## config.mk

```make
export PLATFORM = sky130hd
export DESIGN_NAME = tdm_slot_rx
export DESIGN_NICKNAME = d
export VERILOG_FILES = /design/src/rtl/tdmrx_pkg.sv /design/src/rtl/tdmrx_framer.sv /design/src/rtl/tdmrx_shifter.sv /design/src/rtl/tdmrx_gate.sv /design/src/rtl/tdm_slot_rx.sv
export SDC_FILE = /design/constraint.sdc
export NUM_CORES = 1
export LEC_CHECK = 0
export BUFFER_PORTS_ARGS = -buffer_cell sky130_fd_sc_hd__buf_2
export CORE_UTILIZATION = 60
export DETAILED_ROUTE_END_ITERATION = 6
export PLACE_DENSITY_LB_ADDON = 0.08
export REMOVE_ABC_BUFFERS = 1
export SLEW_MARGIN = 20
export SYNTH_ARGS = -nofsm -noshare
export SYNTH_HDL_FRONTEND = slang
export SYNTH_SLANG_ARGS = --single-unit
```

## constraint.sdc

```tcl
create_clock -name clk -period 3.16 [get_ports clk]
set_clock_uncertainty 0.1 [all_clocks]
set_input_delay 0.632 -clock clk [delete_from_list [all_inputs] [get_ports clk]]
set_output_delay 0.632 -clock clk [all_outputs]
set_load 0.01 [all_outputs]
```

## src/rtl/tdmrx_pkg.sv

```systemverilog
package tdmrx_pkg;
  localparam int DATA_W    = 16;
  localparam int NUM_SLOTS = 16;
  localparam int LEN_W     = $clog2(DATA_W);
  localparam int SLOT_W    = $clog2(NUM_SLOTS);

  typedef logic [DATA_W-1:0]    word_t;
  typedef logic [LEN_W-1:0]     len_t;
  typedef logic [SLOT_W-1:0]    slot_t;
  typedef logic [SLOT_W:0]      slotx_t;   // one extra bit flags "past last slot"
  typedef logic [NUM_SLOTS-1:0] mask_t;

  // True when any slot numbered above s is enabled in mask.
  function automatic logic any_above(input mask_t mask, input slot_t s);
    logic r;
    r = 1'b0;
    for (int i = 0; i < NUM_SLOTS; i++) begin
      if ((i > int'(s)) && mask[i]) r = 1'b1;
    end
    return r;
  endfunction
endpackage

```

## src/rtl/tdmrx_framer.sv

```systemverilog
// Frame sync generator plus bit and slot counters.
// Produces the effective position of the bit being sampled this cycle.
module tdmrx_framer
  import tdmrx_pkg::*;
(
  input  logic  clk,
  input  logic  rst_n,
  input  logic  master,
  input  len_t  word_len,
  input  slot_t frame_slots,
  input  logic  fs_in,
  output logic  fs_out,
  output logic  start,
  output logic  live,
  output logic  first,
  output logic  last,
  output slot_t pos_slot
);
  len_t   bit_q, bit_d, pb;
  slotx_t slot_q, slot_d, ps;
  logic   armed_q, armed_d;
  logic   run_q;
  logic   gen_start;

  always_comb begin
    gen_start = (bit_q == '0) && (slot_q == '0);
    start     = master ? (run_q && gen_start) : fs_in;
    pb        = start ? '0 : bit_q;
    ps        = start ? '0 : slot_q;
    live      = master ? run_q : (start || (armed_q && !ps[SLOT_W]));
    last      = (pb >= word_len);
    first     = (pb == '0);
    bit_d     = bit_q;
    slot_d    = slot_q;
    armed_d   = armed_q | (start & ~master);
    if (live) begin
      if (last) begin
        bit_d = '0;
        if (master && (ps >= {1'b0, frame_slots})) slot_d = '0;
        else                                       slot_d = ps + 1'b1;
      end else begin
        bit_d  = pb + 1'b1;
        slot_d = ps;
      end
    end
  end

  assign pos_slot = ps[SLOT_W-1:0];
  assign fs_out   = master & run_q & gen_start;

  always_ff @(posedge clk or negedge rst_n) begin
    if (!rst_n) begin
      bit_q   <= '0;
      slot_q  <= '0;
      armed_q <= 1'b0;
      run_q   <= 1'b0;
    end else begin
      bit_q   <= bit_d;
      slot_q  <= slot_d;
      armed_q <= armed_d;
      run_q   <= 1'b1;
    end
  end
endmodule

```

## src/rtl/tdmrx_shifter.sv

```systemverilog
// Serial-to-parallel shifter with left justification.
module tdmrx_shifter
  import tdmrx_pkg::*;
(
  input  logic  clk,
  input  logic  rst_n,
  input  logic  live,
  input  logic  first,
  input  len_t  word_len,
  input  logic  sdi,
  output word_t just_word
);
  localparam len_t TOP_BIT = len_t'(DATA_W - 1);

  word_t sh_q, sh_d, full;
  len_t  shamt;

  always_comb begin
    // A new slot starts from an empty register so unused high bits stay zero.
    full      = first ? {{(DATA_W-1){1'b0}}, sdi} : {sh_q[DATA_W-2:0], sdi};
    sh_d      = live ? full : sh_q;
    shamt     = TOP_BIT - word_len;
    just_word = full << shamt;
  end

  always_ff @(posedge clk or negedge rst_n) begin
    if (!rst_n) sh_q <= '0;
    else        sh_q <= sh_d;
  end
endmodule

```

## src/rtl/tdmrx_gate.sv

```systemverilog
// Slot gating, end-of-frame stop and output registers.
module tdmrx_gate
  import tdmrx_pkg::*;
(
  input  logic  clk,
  input  logic  rst_n,
  input  logic  live,
  input  logic  last,
  input  logic  start,
  input  slot_t pos_slot,
  input  mask_t slot_en,
  input  word_t word_in,
  output logic  rx_wr,
  output word_t rx_word,
  output slot_t cur_slot
);
  logic  done_q, done_d, done_eff, slot_end, fire;
  logic  wr_q, wr_d;
  word_t word_q, word_d;
  slot_t cur_q, cur_d;

  always_comb begin
    done_eff = start ? 1'b0 : done_q;
    slot_end = live && last;
    fire     = slot_end && slot_en[pos_slot] && !done_eff;
    done_d   = done_eff;
    if (fire && !any_above(slot_en, pos_slot)) done_d = 1'b1;
    wr_d   = fire;
    word_d = fire ? word_in : word_q;
    cur_d  = live ? pos_slot : cur_q;
  end

  always_ff @(posedge clk or negedge rst_n) begin
    if (!rst_n) begin
      done_q <= 1'b0;
      wr_q   <= 1'b0;
      word_q <= '0;
      cur_q  <= '0;
    end else begin
      done_q <= done_d;
      wr_q   <= wr_d;
      word_q <= word_d;
      cur_q  <= cur_d;
    end
  end

  assign rx_wr    = wr_q;
  assign rx_word  = word_q;
  assign cur_slot = cur_q;
endmodule

```

## src/rtl/tdm_slot_rx.sv

```systemverilog
// TDM slot serial receiver top.
module tdm_slot_rx
  import tdmrx_pkg::*;
(
  input  logic        clk,
  input  logic        rst_n,
  input  logic        cfg_master,
  input  logic [3:0]  cfg_word_len,
  input  logic [3:0]  cfg_frame_slots,
  input  logic [15:0] cfg_slot_en,
  input  logic        sdi,
  input  logic        fs_in,
  output logic        fs_out,
  output logic [15:0] rx_word,
  output logic        rx_wr,
  output logic [3:0]  cur_slot
);
  // Reset asserts asynchronously and is released on the clock.
  logic [1:0] rst_sync_q;
  logic       rst_n_int;

  always_ff @(posedge clk or negedge rst_n) begin
    if (!rst_n) rst_sync_q <= '0;
    else        rst_sync_q <= {rst_sync_q[0], 1'b1};
  end
  assign rst_n_int = rst_sync_q[1];

  logic  start, live, first, last;
  slot_t pos_slot;
  word_t just_word;

  tdmrx_framer u_framer (
    .clk         (clk),
    .rst_n       (rst_n_int),
    .master      (cfg_master),
    .word_len    (cfg_word_len),
    .frame_slots (cfg_frame_slots),
    .fs_in       (fs_in),
    .fs_out      (fs_out),
    .start       (start),
    .live        (live),
    .first       (first),
    .last        (last),
    .pos_slot    (pos_slot)
  );

  tdmrx_shifter u_shifter (
    .clk       (clk),
    .rst_n     (rst_n_int),
    .live      (live),
    .first     (first),
    .word_len  (cfg_word_len),
    .sdi       (sdi),
    .just_word (just_word)
  );

  tdmrx_gate u_gate (
    .clk      (clk),
    .rst_n    (rst_n_int),
    .live     (live),
    .last     (last),
    .start    (start),
    .pos_slot (pos_slot),
    .slot_en  (cfg_slot_en),
    .word_in  (just_word),
    .rx_wr    (rx_wr),
    .rx_word  (rx_word),
    .cur_slot (cur_slot)
  );
endmodule

```

==> results by group <==
Run status
  • Status: finished, final reports clean

STA
  • Min Hold Slack: 0.254 ns
  • RSZ-0062 raised after global routing: no
  • Crit share post-route: 0.852
  • Final setup vio count: 0
  • Max_slew headroom: 0.592
  • Crit path time final: 2.69 ns
  • Final hold vios: 0
  • Worst-margin pin slew: 0.612 ns
  • Final WS setup: 0.468 ns
  • Peak Freq: 0.372 GHz
  • Final Max Tran Viols: 0

Floorplan
  • Die width: 77.5 um
  • I/O Pins: 51
  • Die height: 77.5 um
  • DIE AREA: 6000 um^2
  • FP Rows: 27
  • CORE AREA: 5510 um^2
  • Starting density of the core: 0.620

Run
  • Max capacitance violation total: 0

Synthesis
  • Mapped Cells: 360
  • Post-synth top flop: dfrtp_1
  • Sequential area share after synthesis: 0.366
  • Mapped cell area: 3420 um^2
  • Synth cell types: 63
  • Flops & latches, synth: 50
  • Post-synth top area share: 0.366
  • Post-synth EDFFs: 0
  • Asr flop ratio synth: 1.00
  • Yosys top cell by area: dfrtp_1
  • Syn Area/Cell: 9.49 um^2
  • Top cells by count, synth: nand2_1, dfrtp_1, o21ai_0
  • Area contributors post-synth: dfrtp_1, nand2_1, mux2_2
  • Most frequent cell after synthesis: nand2_1
  • Synth warnings: 0

Route
  • Final WL: 7530 um
  • Via Count: 2834
  • First-pass iteration count of the detailed router: 5
  • Avg WL per Cell: 15.6 um
  • Final ANT Viol Nets: 0
  • Wire length on met2: 3050 um
  • DR vias/cell: 5.88
  • Top Layer Used: met4
  • DRC violations left: 0
  • Initial DRC count: 287
  • Wire length on met3: 411 um
  • Metal1 wirelength: 3970 um

Place
  • Gp weighted congestion: 0.897
  • DP HPWL: 5650 um
  • PortBufs: 50
  • Place WS: 0.132 ns

Worst setup path
  • CP Capture Type: flip-flop
  • CP peak stage delay: 0.41 ns
  • Critical path startpoint category: primary input
  • Crit Path Class: in2reg
  • Crit path max fanout: 13
  • Slowest stage cell, crit path: o31ai_1
  • Critical path cell sequence: buf_2, buf_4, nor2b_4, nor2_4, inv_1, ha_1, nand2b_1, a21oi_1, nor2b_1, o21a_1, o31ai_1, a32o_1
  • Critical Path RT: 3.31 ns
  • Crit path DAT: 2.84 ns

Pwr
  • Maximum vdd ir drop: 325 uV
  • Leakage power: 1.80 nW
  • Power Dens Cells: 671 nW/um^2

Global route
  • Pin count of the biggest net entering global routing: 49
  • First-pass GRT wire length: 12700 um
  • Vias in the first global route: 2561
  • Initial antenna violation count: 0
  • GR Overflow Total: 0
  • GRT Overall Usage: 0.268

Cells and area
  • Layout cells sized above 1: 0.280
  • Antenna cells: 0
  • Post-layout util: 0.698
  • Area Overhead vs Synth: 12.5%
  • Post-layout nets: 450

Clocking
  • Clock-pin slew on the worst setup and hold paths: 0.09 ns
  • CTS tree: built
  • Root buf cell: clkbuf_8
  • TritonCTS Buffers: 5
  • CTS H-tree lvls: 2
  • Clk buf depth: 2
  • Skew-Pair Late Insertion Delay: 0.31 ns
  • CTS sink count: 50

Worst hold path
  • Worst min path class: reg2async
-- repair_timing --
item,in CTS,in global routing
setup buffers,0,0
hold buffers,1,0
resized for setup,0,0
endpoints found under the hold margin,2,0
-- routing by layer --
| layer | vias up | global-route usage |
|---|---|---|
| met3 | 10 | 0.0482 |
| li1 | 1400 | - |
| met5 | - | 0 |
| met1 | 1321 | 0.429 |
| met2 | 103 | 0.360 |
| met4 | 0 | 0.0811 |
-- final cells by class --
type                       count  area (um^2)
fill                         446         1660
clock buffer                   6         82.6
timing repair buffer          64          370
clock inverter                 2         12.5
inverter                      20         75.1
tap                           72         90.1
multi-input combinational    268         1960
sequential                    50         1250
-- layout by cell type (no fill, tap or decap), drive strengths merged, types with 6 or more instances in the layout --
cell type | synthesis | layout
buf | 10 | 63
nand2 | 61 | 61
dfrtp | 50 | 50
o21ai | 27 | 27
mux2 | 24 | 24
inv | 20 | 20
nor2 | 18 | 18
a21oi | 16 | 16
ha | 12 | 12
mux2i | 11 | 11
a31oi | 9 | 9
mux4 | 8 | 8
nand2b | 7 | 7
nor3 | 7 | 7
clkbuf | 13 | 6
-- cell families after synthesis --
kind of cell               Yosys count  synth area share
AOI/OAI and AO/OA                   94             0.189
xor gates and xnor gates             1           0.00256
adders and majority gates           13            0.0469
buffers and inverters               43            0.0645
DFF                                 50             0.366
muxes                               43             0.172
other                                1           0.00110
and+or+nand+nor                    115             0.158
-- report_power, final --
| group | total (mW) | internal, mW | switching (mW) |
|---|---|---|---|
| Clock | 0.392 | 0.176 | 0.216 |
| Sequential | 0.950 | 0.794 | 0.156 |
| Combinational | 1.24 | 0.553 | 0.683 |
-- through the flow --
step	area (um^2)	cells	power (mW)	TNS (ns)
after detailed placement	3730	473	2.18	0
after global placement	3730	473	2.15	0
after floorplan	3270	338	1.75	-0.856
final	3840	482	2.58	0
after global routing	3840	482	2.76	0
after CTS	3840	482	2.58	0
-- path summary, 6_finish.rpt --
path | from | endpoint | slack [ns] | cells past startpoint
min reg2reg | rst_sync_q[1] | u_shifter.sh_q[1] | 0.25 | 0
min in group clk | rst_sync_q[0] | rst_sync_q[1] | 0.27 | 0
min | rst_sync_q[1] | u_shifter.sh_q[1] | 0.25 | 0
max in group asynchronous | rst_sync_q[1] | u_gate.rx_word[15] | 2.30 | 0
max | cfg_master | u_framer.slot_q[0] | 0.47 | 12
max reg2reg | u_framer.slot_q[2] | u_gate.rx_word[15] | 0.58 | 7
-- state kept, by name, indices dropped and copies added, names as in the netlist, 2 cells and up --
name and count:
u_gate.rx_word 16, u_shifter.sh_q 15, u_framer.slot_q 5, u_framer.bit_q 4, u_gate.cur_slot 4, rst_sync_q 2
-- worst max-delay path: cells and delay by family --
kind	cells	cell delay, ns
AO/OA/AOI/OAI	4	0.98
buffers and inverters	3	0.41
adder cells (fa/ha/maj)	1	0.24
AND/OR/NAND/NOR	4	0.59
Note: power is estimated with default switching activity, not from simulation.
